[src/rtl/rds_pkg.sv]
package rds_pkg;

  localparam int FRAC_W = 8;
  localparam int SIZE_W = 6;

  typedef enum logic [1:0] {
    ST_IDLE  = 2'd0,
    ST_DIV   = 2'd1,
    ST_RUN   = 2'd2,
    ST_DRAIN = 2'd3
  } rds_state_e;

  function automatic logic [SIZE_W-1:0] tgt_width(input logic [1:0] sel);
    case (sel)
      2'd0:    return SIZE_W'(33);
      2'd1:    return SIZE_W'(31);
      2'd2:    return SIZE_W'(29);
      default: return SIZE_W'(27);
    endcase
  endfunction

  function automatic logic [SIZE_W-1:0] tgt_height(input logic [1:0] sel);
    case (sel)
      2'd0:    return SIZE_W'(36);
      2'd1:    return SIZE_W'(34);
      2'd2:    return SIZE_W'(32);
      default: return SIZE_W'(29);
    endcase
  endfunction

endpackage

[src/rtl/rds_step_div.sv]
// Serial restoring divider: one quotient bit per clock.
module rds_step_div #(
  parameter int NUM_W = 18,
  parameter int DEN_W = 6
) (
  input  logic             clk,
  input  logic             rst_n,
  input  logic             start,
  input  logic [NUM_W-1:0] num,
  input  logic [DEN_W-1:0] den,
  output logic [NUM_W-1:0] quot,
  output logic             done
);

  localparam int CNT_W = $clog2(NUM_W + 1);

  logic             run_q, run_n;
  logic [CNT_W-1:0] cnt_q, cnt_n;
  logic [DEN_W-1:0] rem_q, rem_n;
  logic [NUM_W-1:0] sh_q, sh_n;
  logic [NUM_W-1:0] quot_q, quot_n;
  logic             done_q, done_n;
  logic [DEN_W:0]   trial, diff;
  logic             ge;

  always_comb begin
    trial  = {rem_q, sh_q[NUM_W-1]};
    diff   = trial - {1'b0, den};
    ge     = (trial >= {1'b0, den});
    run_n  = run_q;
    cnt_n  = cnt_q;
    rem_n  = rem_q;
    sh_n   = sh_q;
    quot_n = quot_q;
    done_n = 1'b0;
    if (start) begin
      run_n  = 1'b1;
      cnt_n  = '0;
      rem_n  = '0;
      sh_n   = num;
      quot_n = '0;
    end else if (run_q) begin
      rem_n  = ge ? diff[DEN_W-1:0] : trial[DEN_W-1:0];
      sh_n   = {sh_q[NUM_W-2:0], 1'b0};
      quot_n = {quot_q[NUM_W-2:0], ge};
      cnt_n  = cnt_q + 1'b1;
      if (cnt_q == CNT_W'(NUM_W - 1)) begin
        run_n  = 1'b0;
        done_n = 1'b1;
      end
    end
  end

  always_ff @(posedge clk or negedge rst_n) begin
    if (!rst_n) begin
      run_q  <= 1'b0;
      cnt_q  <= '0;
      rem_q  <= '0;
      sh_q   <= '0;
      quot_q <= '0;
      done_q <= 1'b0;
    end else begin
      run_q  <= run_n;
      cnt_q  <= cnt_n;
      rem_q  <= rem_n;
      sh_q   <= sh_n;
      quot_q <= quot_n;
      done_q <= done_n;
    end
  end

  assign quot = quot_q;
  assign done = done_q;


  div_done_pulse_chk: assert property (@(posedge clk) disable iff (!rst_n)
    done |=> !done);

endmodule

[src/rtl/rds_addr_gen.sv]
// Output raster counters and fixed-point source position accumulators.
module rds_addr_gen
  import rds_pkg::*;
#(
  parameter int COORD_W = 10,
  parameter int NUM_W   = 18,
  parameter int FRAME_W = 640,
  parameter int ADDR_W  = 19
) (
  input  logic               clk,
  input  logic               rst_n,
  input  logic               clr,
  input  logic               adv,
  input  logic [SIZE_W-1:0]  tw,
  input  logic [SIZE_W-1:0]  th,
  input  logic [NUM_W-1:0]   step_x,
  input  logic [NUM_W-1:0]   step_y,
  input  logic [COORD_W-1:0] x0,
  input  logic [COORD_W-1:0] y0,
  input  logic [COORD_W-1:0] x1,
  input  logic               side,
  input  logic [COORD_W-1:0] qw,
  output logic [ADDR_W-1:0]  addr,
  output logic [SIZE_W-1:0]  col_idx,
  output logic [SIZE_W-1:0]  row_idx,
  output logic               last
);

  logic [SIZE_W-1:0]  col_q, col_n, row_q, row_n;
  logic [NUM_W-1:0]   accx_q, accx_n, accy_q, accy_n;
  logic [COORD_W-1:0] sx, sy, col_abs, row_abs;
  logic               col_end;

  assign sx      = accx_q[NUM_W-1:FRAC_W];
  assign sy      = accy_q[NUM_W-1:FRAC_W];
  assign col_end = (col_q == tw - SIZE_W'(1));
  assign last    = col_end && (row_q == th - SIZE_W'(1));

  always_comb begin
    col_n  = col_q;
    row_n  = row_q;
    accx_n = accx_q;
    accy_n = accy_q;
    if (clr) begin
      col_n  = '0;
      row_n  = '0;
      accx_n = '0;
      accy_n = '0;
    end else if (adv) begin
      if (col_end) begin
        col_n  = '0;
        accx_n = '0;
        row_n  = row_q + SIZE_W'(1);
        accy_n = accy_q + step_y;
      end else begin
        col_n  = col_q + SIZE_W'(1);
        accx_n = accx_q + step_x;
      end
    end
  end

  always_ff @(posedge clk or negedge rst_n) begin
    if (!rst_n) begin
      col_q  <= '0;
      row_q  <= '0;
      accx_q <= '0;
      accy_q <= '0;
    end else begin
      col_q  <= col_n;
      row_q  <= row_n;
      accx_q <= accx_n;
      accy_q <= accy_n;
    end
  end

  // Mirroring: the right quarter walks leftward from its right edge.
  assign col_abs = side ? (x1 - sx) : (x0 + sx);
  assign row_abs = y0 + sy;
  assign addr    = ADDR_W'(row_abs) * ADDR_W'(FRAME_W) + ADDR_W'(col_abs);
  assign col_idx = col_q;
  assign row_idx = row_q;


  src_in_quad_chk: assert property (@(posedge clk) disable iff (!rst_n)
    adv |-> ((qw == '0) || (sx < qw)));


  row_bound_chk: assert property (@(posedge clk) disable iff (!rst_n)
    adv |-> (row_q < th));

endmodule

[src/rtl/rds_align.sv]
// Carries destination coordinates alongside the memory read latency.
module rds_align #(
  parameter int LAT   = 1,
  parameter int ROW_W = 6,
  parameter int COL_W = 6
) (
  input  logic             clk,
  input  logic             rst_n,
  input  logic             in_valid,
  input  logic [ROW_W-1:0] in_row,
  input  logic [COL_W-1:0] in_col,
  output logic             out_valid,
  output logic [ROW_W-1:0] out_row,
  output logic [COL_W-1:0] out_col
);

  logic [LAT-1:0]            v_q;
  logic [LAT-1:0][ROW_W-1:0] r_q;
  logic [LAT-1:0][COL_W-1:0] c_q;

  generate
    for (genvar g = 0; g < LAT; g++) begin : g_stage
      if (g == 0) begin : g_head
        always_ff @(posedge clk or negedge rst_n) begin
          if (!rst_n) begin
            v_q[0] <= 1'b0;
            r_q[0] <= '0;
            c_q[0] <= '0;
          end else begin
            v_q[0] <= in_valid;
            if (in_valid) begin
              r_q[0] <= in_row;
              c_q[0] <= in_col;
            end
          end
        end
      end else begin : g_tail
        always_ff @(posedge clk or negedge rst_n) begin
          if (!rst_n) begin
            v_q[g] <= 1'b0;
            r_q[g] <= '0;
            c_q[g] <= '0;
          end else begin
            v_q[g] <= v_q[g-1];
            if (v_q[g-1]) begin
              r_q[g] <= r_q[g-1];
              c_q[g] <= c_q[g-1];
            end
          end
        end
      end
    end
  endgenerate

  assign out_valid = v_q[LAT-1];
  assign out_row   = r_q[LAT-1];
  assign out_col   = c_q[LAT-1];


  align_lat_chk: assert property (@(posedge clk) disable iff (!rst_n)
    out_valid |-> $past(in_valid, LAT));

endmodule

[src/rtl/rds_region_downscaler.sv]
module rds_region_downscaler
  import rds_pkg::*;
#(
  parameter int FRAME_W = 640,
  parameter int FRAME_H = 480,
  parameter int COORD_W = 10,
  parameter int PIX_W   = 8,
  parameter int RD_LAT  = 1,
  localparam int ADDR_W = $clog2(FRAME_W * FRAME_H),
  localparam int NUM_W  = COORD_W + FRAC_W
) (
  input  logic               clk,
  input  logic               rst_n,
  input  logic               start,
  input  logic               side,
  input  logic [1:0]         size_sel,
  input  logic [COORD_W-1:0] face_x0,
  input  logic [COORD_W-1:0] face_y0,
  input  logic [COORD_W-1:0] face_x1,
  input  logic [COORD_W-1:0] face_y1,
  output logic               busy,
  output logic               done,
  output logic               mem_rd,
  output logic [ADDR_W-1:0]  mem_addr,
  input  logic [PIX_W-1:0]   mem_rdata,
  output logic               dst_we,
  output logic [SIZE_W-1:0]  dst_row,
  output logic [SIZE_W-1:0]  dst_col,
  output logic [PIX_W-1:0]   dst_data
);

  rds_state_e state_q, state_n;
  logic [COORD_W-1:0] x0_q, y0_q, x1_q, y1_q;
  logic               side_q;
  logic [1:0]         sel_q;
  logic               load;
  logic               div_go_q, div_go_n;
  logic               done_q, done_n;
  logic [1:0]         drain_q, drain_n;
  logic [COORD_W:0]   fw, fh;
  logic [COORD_W-1:0] qw, qh;
  logic [SIZE_W-1:0]  tw, th;
  logic [1:0][NUM_W-1:0]  div_num;
  logic [1:0][SIZE_W-1:0] div_den;
  logic [1:0][NUM_W-1:0]  div_quot;
  logic [1:0]             div_done;
  logic               gen_clr, gen_last;
  logic [SIZE_W-1:0]  gen_col, gen_row;
  logic [ADDR_W-1:0]  gen_addr;

  assign fw = {1'b0, x1_q} - {1'b0, x0_q} + 1'b1;
  assign fh = {1'b0, y1_q} - {1'b0, y0_q} + 1'b1;
  assign qw = fw[COORD_W:1];
  assign qh = fh[COORD_W:1];
  assign tw = tgt_width(sel_q);
  assign th = tgt_height(sel_q);

  assign div_num[0] = {qw, {FRAC_W{1'b0}}};
  assign div_num[1] = {qh, {FRAC_W{1'b0}}};
  assign div_den[0] = tw;
  assign div_den[1] = th;

  generate
    for (genvar g = 0; g < 2; g++) begin : g_axis
      rds_step_div #(.NUM_W(NUM_W), .DEN_W(SIZE_W)) i_div (
        .clk   (clk),
        .rst_n (rst_n),
        .start (div_go_q),
        .num   (div_num[g]),
        .den   (div_den[g]),
        .quot  (div_quot[g]),
        .done  (div_done[g])
      );
    end
  endgenerate

  // Control sequence
  always_comb begin
    state_n  = state_q;
    div_go_n = 1'b0;
    done_n   = 1'b0;
    drain_n  = drain_q;
    load     = 1'b0;
    gen_clr  = 1'b0;
    case (state_q)
      ST_IDLE: begin
        if (start) begin
          load     = 1'b1;
          div_go_n = 1'b1;
          state_n  = ST_DIV;
        end
      end
      ST_DIV: begin
        if (div_done[0]) begin
          gen_clr = 1'b1;
          state_n = ST_RUN;
        end
      end
      ST_RUN: begin
        if (gen_last) begin
          drain_n = '0;
          state_n = ST_DRAIN;
        end
      end
      default: begin
        if (drain_q == 2'(RD_LAT - 1)) begin
          done_n  = 1'b1;
          state_n = ST_IDLE;
        end else begin
          drain_n = drain_q + 1'b1;
        end
      end
    endcase
  end

  always_ff @(posedge clk or negedge rst_n) begin
    if (!rst_n) begin
      state_q  <= ST_IDLE;
      div_go_q <= 1'b0;
      done_q   <= 1'b0;
      drain_q  <= '0;
    end else begin
      state_q  <= state_n;
      div_go_q <= div_go_n;
      done_q   <= done_n;
      drain_q  <= drain_n;
    end
  end

  // Job parameters, captured only on an accepted start
  always_ff @(posedge clk or negedge rst_n) begin
    if (!rst_n) begin
      x0_q   <= '0;
      y0_q   <= '0;
      x1_q   <= '0;
      y1_q   <= '0;
      side_q <= 1'b0;
      sel_q  <= '0;
    end else if (load) begin
      x0_q   <= face_x0;
      y0_q   <= face_y0;
      x1_q   <= face_x1;
      y1_q   <= face_y1;
      side_q <= side;
      sel_q  <= size_sel;
    end
  end

  rds_addr_gen #(
    .COORD_W (COORD_W),
    .NUM_W   (NUM_W),
    .FRAME_W (FRAME_W),
    .ADDR_W  (ADDR_W)
  ) i_gen (
    .clk     (clk),
    .rst_n   (rst_n),
    .clr     (gen_clr),
    .adv     (mem_rd),
    .tw      (tw),
    .th      (th),
    .step_x  (div_quot[0]),
    .step_y  (div_quot[1]),
    .x0      (x0_q),
    .y0      (y0_q),
    .x1      (x1_q),
    .side    (side_q),
    .qw      (qw),
    .addr    (gen_addr),
    .col_idx (gen_col),
    .row_idx (gen_row),
    .last    (gen_last)
  );

  assign mem_rd   = (state_q == ST_RUN);
  assign mem_addr = gen_addr;

  rds_align #(.LAT(RD_LAT), .ROW_W(SIZE_W), .COL_W(SIZE_W)) i_align (
    .clk       (clk),
    .rst_n     (rst_n),
    .in_valid  (mem_rd),
    .in_row    (gen_row),
    .in_col    (gen_col),
    .out_valid (dst_we),
    .out_row   (dst_row),
    .out_col   (dst_col)
  );

  assign dst_data = mem_rdata;
  assign busy     = (state_q != ST_IDLE);
  assign done     = done_q;


  start_accept_chk: assert property (@(posedge clk) disable iff (!rst_n)
    (!busy && start) |=> busy);


  busy_start_ignored_chk: assert property (@(posedge clk) disable iff (!rst_n)
    (busy && start) |=> ($stable(x0_q) && $stable(x1_q) && $stable(y0_q)
                         && $stable(y1_q) && $stable(side_q) && $stable(sel_q)));


  done_idle_chk: assert property (@(posedge clk) disable iff (!rst_n)
    done |-> !busy);


  write_in_run_chk: assert property (@(posedge clk) disable iff (!rst_n)
    dst_we |-> (busy && (dst_col < tw) && (dst_row < th)));

endmodule

[config.mk]
export PLATFORM = sky130hd
export DESIGN_NAME = rds_region_downscaler
export DESIGN_NICKNAME = d
export VERILOG_FILES = /design/src/rtl/rds_pkg.sv /design/src/rtl/rds_step_div.sv /design/src/rtl/rds_addr_gen.sv /design/src/rtl/rds_align.sv /design/src/rtl/rds_region_downscaler.sv
export SDC_FILE = /design/constraint.sdc
export NUM_CORES = 1
export LEC_CHECK = 0
export BUFFER_PORTS_ARGS = -buffer_cell sky130_fd_sc_hd__buf_2
export CAP_MARGIN = 20
export CORE_MARGIN = 2
export CORE_UTILIZATION = 50
export CTS_BUF_LIST = sky130_fd_sc_hd__clkbuf_8 sky130_fd_sc_hd__clkbuf_16
export DETAILED_ROUTE_END_ITERATION = 8
export PLACE_DENSITY = 0.66
export SETUP_SLACK_MARGIN = 0.02
export SLEW_MARGIN = 20
export SYNTH_ARGS = -nofsm -noshare
export SYNTH_HDL_FRONTEND = slang
export SYNTH_SLANG_ARGS = --single-unit
[constraint.sdc]
create_clock -name clk -period 5.87 [get_ports clk]
set_input_delay 1.174 -clock clk [delete_from_list [all_inputs] [get_ports clk]]
set_output_delay 1.174 -clock clk [all_outputs]
set_load 0.1 [all_outputs]
Word-level counts from Yosys, hierarchy flattened
Index checks and enable logic that the tools add are counted.
{ "word_totals": {"n_memories": 0, "latch_bits": 0, "reg_bits": 207, "romBits": 0, "ram_bits": 0, "out_inout_bits": 43, "word_cells": 134} }
{ "op_classes": {"shift": 0, "div": 0, "mux": 56, "reduce_logical": 15, "n_lt_le_gt_ge": 2, "n_bitwise": 1, "n_mul": 1, "eq_ne": 12, "add_sub_neg": 19} }
{ "op_table": {"columns": ["cell", "n"], "rows": [
  ["$mux W18", 14],
  ["$mux W6", 12],
  ["$add A18 B18 Y18", 2],
  ["$pmux W6 S3", 2],
  ["$add A11 B1 Y11 const B", 2],
  ["$sub A10 B10 Y11", 2],
  ["$add A10 B10 Y10", 2],
  ["$mux W5", 4],
  ["$add A19 B10 Y19", 1],
  ["$mux W1", 15],
  ["$ge A7 B6 Y1", 2],
  ["$add A6 B1 Y6 const B", 2],
  ["$eq A6 B6 Y1", 2],
  ["$mul A10 B3 Y12 const B", 1],
  ["$mux W2", 6],
  ["$sub A6 B1 Y6 const B", 2],
  ["$sub A6 B6 Y6", 2],
  ["$add A5 B1 Y5 const B", 2],
  ["$eq A5 B5 Y1 const B", 2],
  ["$mux W10", 1],
  ["$reduce_bool A2 Y1", 5],
  ["$sub A10 B10 Y10", 1],
  ["$logic_not A2 Y1", 3],
  ["$pmux W2 S3", 1],
  ["14 further kinds", 18]
]} }

Depth between registers and ports, before layout
{ "logic_depth": {"depth_word": 7, "ltp_mapped": 19} }

By module
A second synthesis with hierarchy kept.
{ "hier_totals": {"hier_cells": 1446, "area_unflattened_um2": 14191.1} }
{ "modules_own_cells": {"columns": ["mod", "area_each_um2", "n_inst", "cells_each", "seq_area_each_um2"], "rows": [
  ["rds_addr_gen", 5681.7, 1, 657, 1201.2],
  ["rds_region_downscaler", 3086.7, 1, 303, 1226.2],
  ["rds_step_div at g_axis[1].i_div", 2461.1, 1, 232, 1226.2],
  ["rds_step_div at g_axis[0].i_div", 2452.4, 1, 228, 1226.2],
  ["rds_align", 509.2, 1, 26, 325.3]
]} }

Worst setup path before layout
Ideal clock, no wire load.
{ "synth_timing": {"kind": "register -> output", "from": "register i_gen.accy_q[8]", "to": "output mem_addr[18]", "required_ps": 4696, "n_path_buf": 0, "stages_incl_launch_ff": 18, "setup_slack_ps": -330, "t_arrival_ps": 5026, "path_cell_list": "dfrtp_1 -> ha_1 -> inv_1 -> fa_1 -> nor2b_1 -> o21ai_0 -> a21oi_1 -> nor2_1 -> ha_1 -> fa_1 -> a211oi_1 -> nor3b_1 -> o21a_1 -> nor2_1 -> xor2_1 -> nor4_1 -> xnor2_1 -> xnor2_1"} }
{ "synth_via": {"elab_chain_cells": 3} }
{ "synth_rtl": {"columns": ["element", "line_no", "source"], "rows": [
  ["start: declaration", "rds_addr_gen.sv:30", "logic [NUM_W-1:0] accx_q, accx_n, accy_q, accy_n;"],
  ["start signal: assignment", "rds_addr_gen.sv:72", "accy_q <= accy_n;"],
  ["$add A10 B10 Y10", "rds_addr_gen.sv:78", "assign row_abs = y0 + sy;"],
  ["$mul A10 B3 Y12", "rds_addr_gen.sv:79", "assign addr = ADDR_W'(row_abs) * ADDR_W'(FRAME_W) + ADDR_W'(col_abs);"],
  ["$add A19 B10 Y19", "rds_addr_gen.sv:79", null],
  ["end: declaration", "rds_region_downscaler.sv:24", "output logic [ADDR_W-1:0] mem_addr,"]
]} }
Every way passes these cells.

Worst setup path after layout
{ "layout_timing": {"from": "register y0_q[0]", "to": "output mem_addr[18]"} }
{ "layout_via": {"elab_chain_cells": 3} }
{ "layout_rtl": {"columns": ["element", "line_no", "source"], "rows": [
  ["start: declaration", "rds_region_downscaler.sv:33", "logic [COORD_W-1:0] x0_q, y0_q, x1_q, y1_q;"],
  ["start signal: assignment", "rds_region_downscaler.sv:141", "y0_q <= face_y0;"],
  ["$add A10 B10 Y10", "rds_addr_gen.sv:78", null],
  ["$mul A10 B3 Y12", "rds_addr_gen.sv:79", null],
  ["$add A19 B10 Y19", "rds_addr_gen.sv:79", null]
]} }
Every way passes these cells.

==> results.cfg <==
[power]
leakagePower_nw = 7.17
power_mw = 2.58
power.density_nw_per_um2 = 179
vdd_drop_max_v = 0.000177

[logic_synthesis]
synth_adder_area_share_pct = 15.2
synthSimpleGateAreaFrac_pct = 12.8
ys_seq_area_share_pct = 36.8
synthFlopType = dfrtp_1
synth.distinct_cells = 75
synth_top_area_share_pct = 36.8
synth_mux_area_share_pct = 7.92
synth.most_common_cell = dfrtp_1
synth-seq-cells = 191
syn_area_um2 = 13000
avgSynthCellArea_um2 = 9.55
synthXorXnorAreaFrac_pct = 6.66
postSynthCellCount = 1362
synth_warnings = 0
syn_nets = 1567
ys_top_cells_by_count = 191 x dfrtp_1, 140 x ha_1, 129 x nor2_1
synth_top_family_by_area = compound AO/OA/AOI/OAI gates
synth_compound_gate_area_share_pct = 16.4
yosys-top-cells-area = dfrtp_1 37%, ha_1 13%, mux2i_1 4.5%, xnor2_1 3.8%, nor2_1 3.7%
synth_top_area_cell = dfrtp_1
synth_edf_count = 0
ys_async_sr_fraction_pct = 100

[timing]
min_period_ps = 5700
finalSetupViolCount = 0
slew_headroom_pct = 35.2
max_freq_ghz = 0.176
finClkSkew_ps = 13.1
hold_viol_final = 0
tns_ps = 0
worst_pin_slew_ps = 972
slew_violations = 0
rsz0062_at_grt = yes
finalCritPeriodShare_pct = 97.0

[critical_path]
worstPathRequired_ps = 4700
cp_slowest_stage_delay_ps = 400
worst_setup_path_start_kind = flip-flop
crit_arrival_ps = 4520
cp_max_fo = 4
crit_chain = ha_1, inv_1, fa_1, nor2b_1, o21ai_0, a21oi_2, buf_4, o32a_1, a21oi_1, a21oi_1, o22ai_1, xnor2_1, ha_1, o21a_1, o2bb2ai_1, xor2_2, nor4_2, xnor2_1, xnor2_2, buf_12
end_kind = primary output
cpMaxStageDelayCell = fa_1
criticalPathCategory = flip-flop to primary output

[layout]
fillers = 2270
finalNonFillerCells = 1765
fin_nets = 1622
drive_gt1_share_pct = 13.9
n_antenna_cell = 0
area_growth_pct = 10.8

[place]
hpwl_um = 19800
dp_cells = 1731
port_buffers = 80
gp_congestion = 0.849

[cts]
hold_buffers = 0
clock_sinks = 191
path_clk_slew_ps = 70
clockBufferDepth = 2
cts_root_buf = clkbuf_16
insertion_delay_ps = 440
numCtsBuffers = 17
htreeDepth = 4
cts_tree = built

[routing]
first_iter_violations = 397
antenna_left = 0
viasPerCell = 5.49
drt-total-wl_um = 27500
vias = 9696
firstDrtPassIters = 5
wl_per_cell_um = 15.6
drc = 0

[global_routing]
grt_use_met1_pct = 28.3
grt_pass1_wl_um = 45900
track_usage_pct = 20.8
grt_pass1_vias = 9427
met2_usage_pct = 35.1
overflow = 0
grt_max_degree = 122
grt_antenna_before_repair = 1
grt_use_met3_pct = 2.90
top_usage_layer = met2

[die]
coreArea_um2 = 25800
rows = 59
initial_core_util_pct = 50.5
die_w_um = 165
io_pins = 97
dieArea_um2 = 27300
chipHeight_um = 165

[run]
maxCapViolCount = 0

[outcome]
status = completed

[min_path]
holdCritPathClass = flip-flop to flip-flop
cells by family (layout without fill, tap and decap cells):
family | count (synthesis) | in the layout
adders and majority gates | 151 | 151
xor gates and xnor gates | 98 | 98
buffers and inverters | 137 | 205
muxes | 98 | 98
and+or+nand+nor | 360 | 360
DFF | 191 | 191
AOI/OAI and AO/OA | 327 | 327
path summary, 6_finish.rpt:
kind                                                              to  depth (start not counted)  slack [ps]                      startpoint
worst min-delay path                  i_align.out_row[1]$_DFFE_PN0P_                          1         500  i_align.out_row[1]$_DFFE_PN0P_
worst max-delay path                                    mem_addr[18]                         20         170             y0_q[0]$_DFFE_PN0P_
min in group asynchronous                     drain_q[0]$_DFFE_PN0P_                          1         700                           rst_n
worst min register to register        i_align.out_row[1]$_DFFE_PN0P_                          1         500  i_align.out_row[1]$_DFFE_PN0P_
worst max register to register  g_axis[1].i_div.rem_q[0]$_DFFE_PN0P_                         10        2520            sel_q[0]$_DFFE_PN0P_
max in group asynchronous                        x1_q[8]$_DFFE_PN0P_                          2        4060                           rst_n
per-layer routing:
layer	share of wire (%)	vias up	wire length (um)
li1	-	4932	-
met1	48	4631	13300
met2	48	104	13200
met3	2.4	27	664
met4	1.3	2	363
met5	0.047	-	13
critical path, delay by kind of cell (launching register included):
kind	cells	cell delay (ps)
AOI/OAI and AO/OA	8	1260
adders and majority gates	3	910
xor gates and xnor gates	4	670
and+or+nand+nor	2	440
buffers and inverters	3	410
DFF	1	380
through the flow:
step / util (%) / instance area (um^2) / hold slack, ps / setup WS, ps
CTS: 55.6 / 14300 / 511 / 31.1
detailed placement: 53.2 / 13700 / 495 / 409
global route: 55.9 / 14400 / 522 / -90.3
global placement: 53.2 / 13700 / 486 / 557
floorplan: - / 13000 / 471 / 43.3
finish: 55.9 / 14400 / 504 / 174
repair_timing:
| item | CTS | global route |
|---|---|---|
| buffers inserted | 0 | 2 |
| pin swaps | 0 | 2 |
| endpoints found under the hold margin | 0 | 0 |
| resized for setup | 1 | 16 |
| setup endpoints to repair | 2 | 5 |
placed cells by master (no fill, tap or decap), drive strengths merged, types with 18 or more instances in the layout:
cell type and instances:
nor2b 18, mux2i 59, ha 140, nor2 130
xnor2 57, mux2 39, nand3 18, a21oi 85
clkbuf 20, nand2 108, a22o 19, o21ai 84
a21o 29, a211oi 34, xor2 41, buf 90
inv 92, dfrtp 191
report_power, final:
group	internal (mW)	total [mW]	switching (mW)
Combinational	0.0126	0.0437	0.0311
Clock	0.652	1.22	0.570
Sequential	1.31	1.31	0
Total	1.98	2.58	0.601
state kept, by name, indices dropped and copies added, names as in the netlist, 6 cells and up:
register            flops
y0_q                   10
i_align.out_col         6
x0_q                   10
i_gen.col_idx           6
x1_q                   10
i_align.out_row         6
g_axis.i_div.quot      36
g_axis.i_div.sh_q      20
i_gen.accx_q           18
y1_q                   10
g_axis.i_div.rem_q     12
i_gen.accy_q           18
g_axis.i_div.cnt_q     10
i_gen.row_idx           6
cell type report:
cell class	count	area, um^2	share of cell area, %
timing repair buffer	93	539	3.74
sequential	191	4790	33.2
inverter	80	300	2.08
clock buffer	17	425	2.95
multi-input combinational	1034	7750	53.8
tap	335	419	2.91
clock inverter	15	183	1.27
Power figures use the tool's default switching activity.
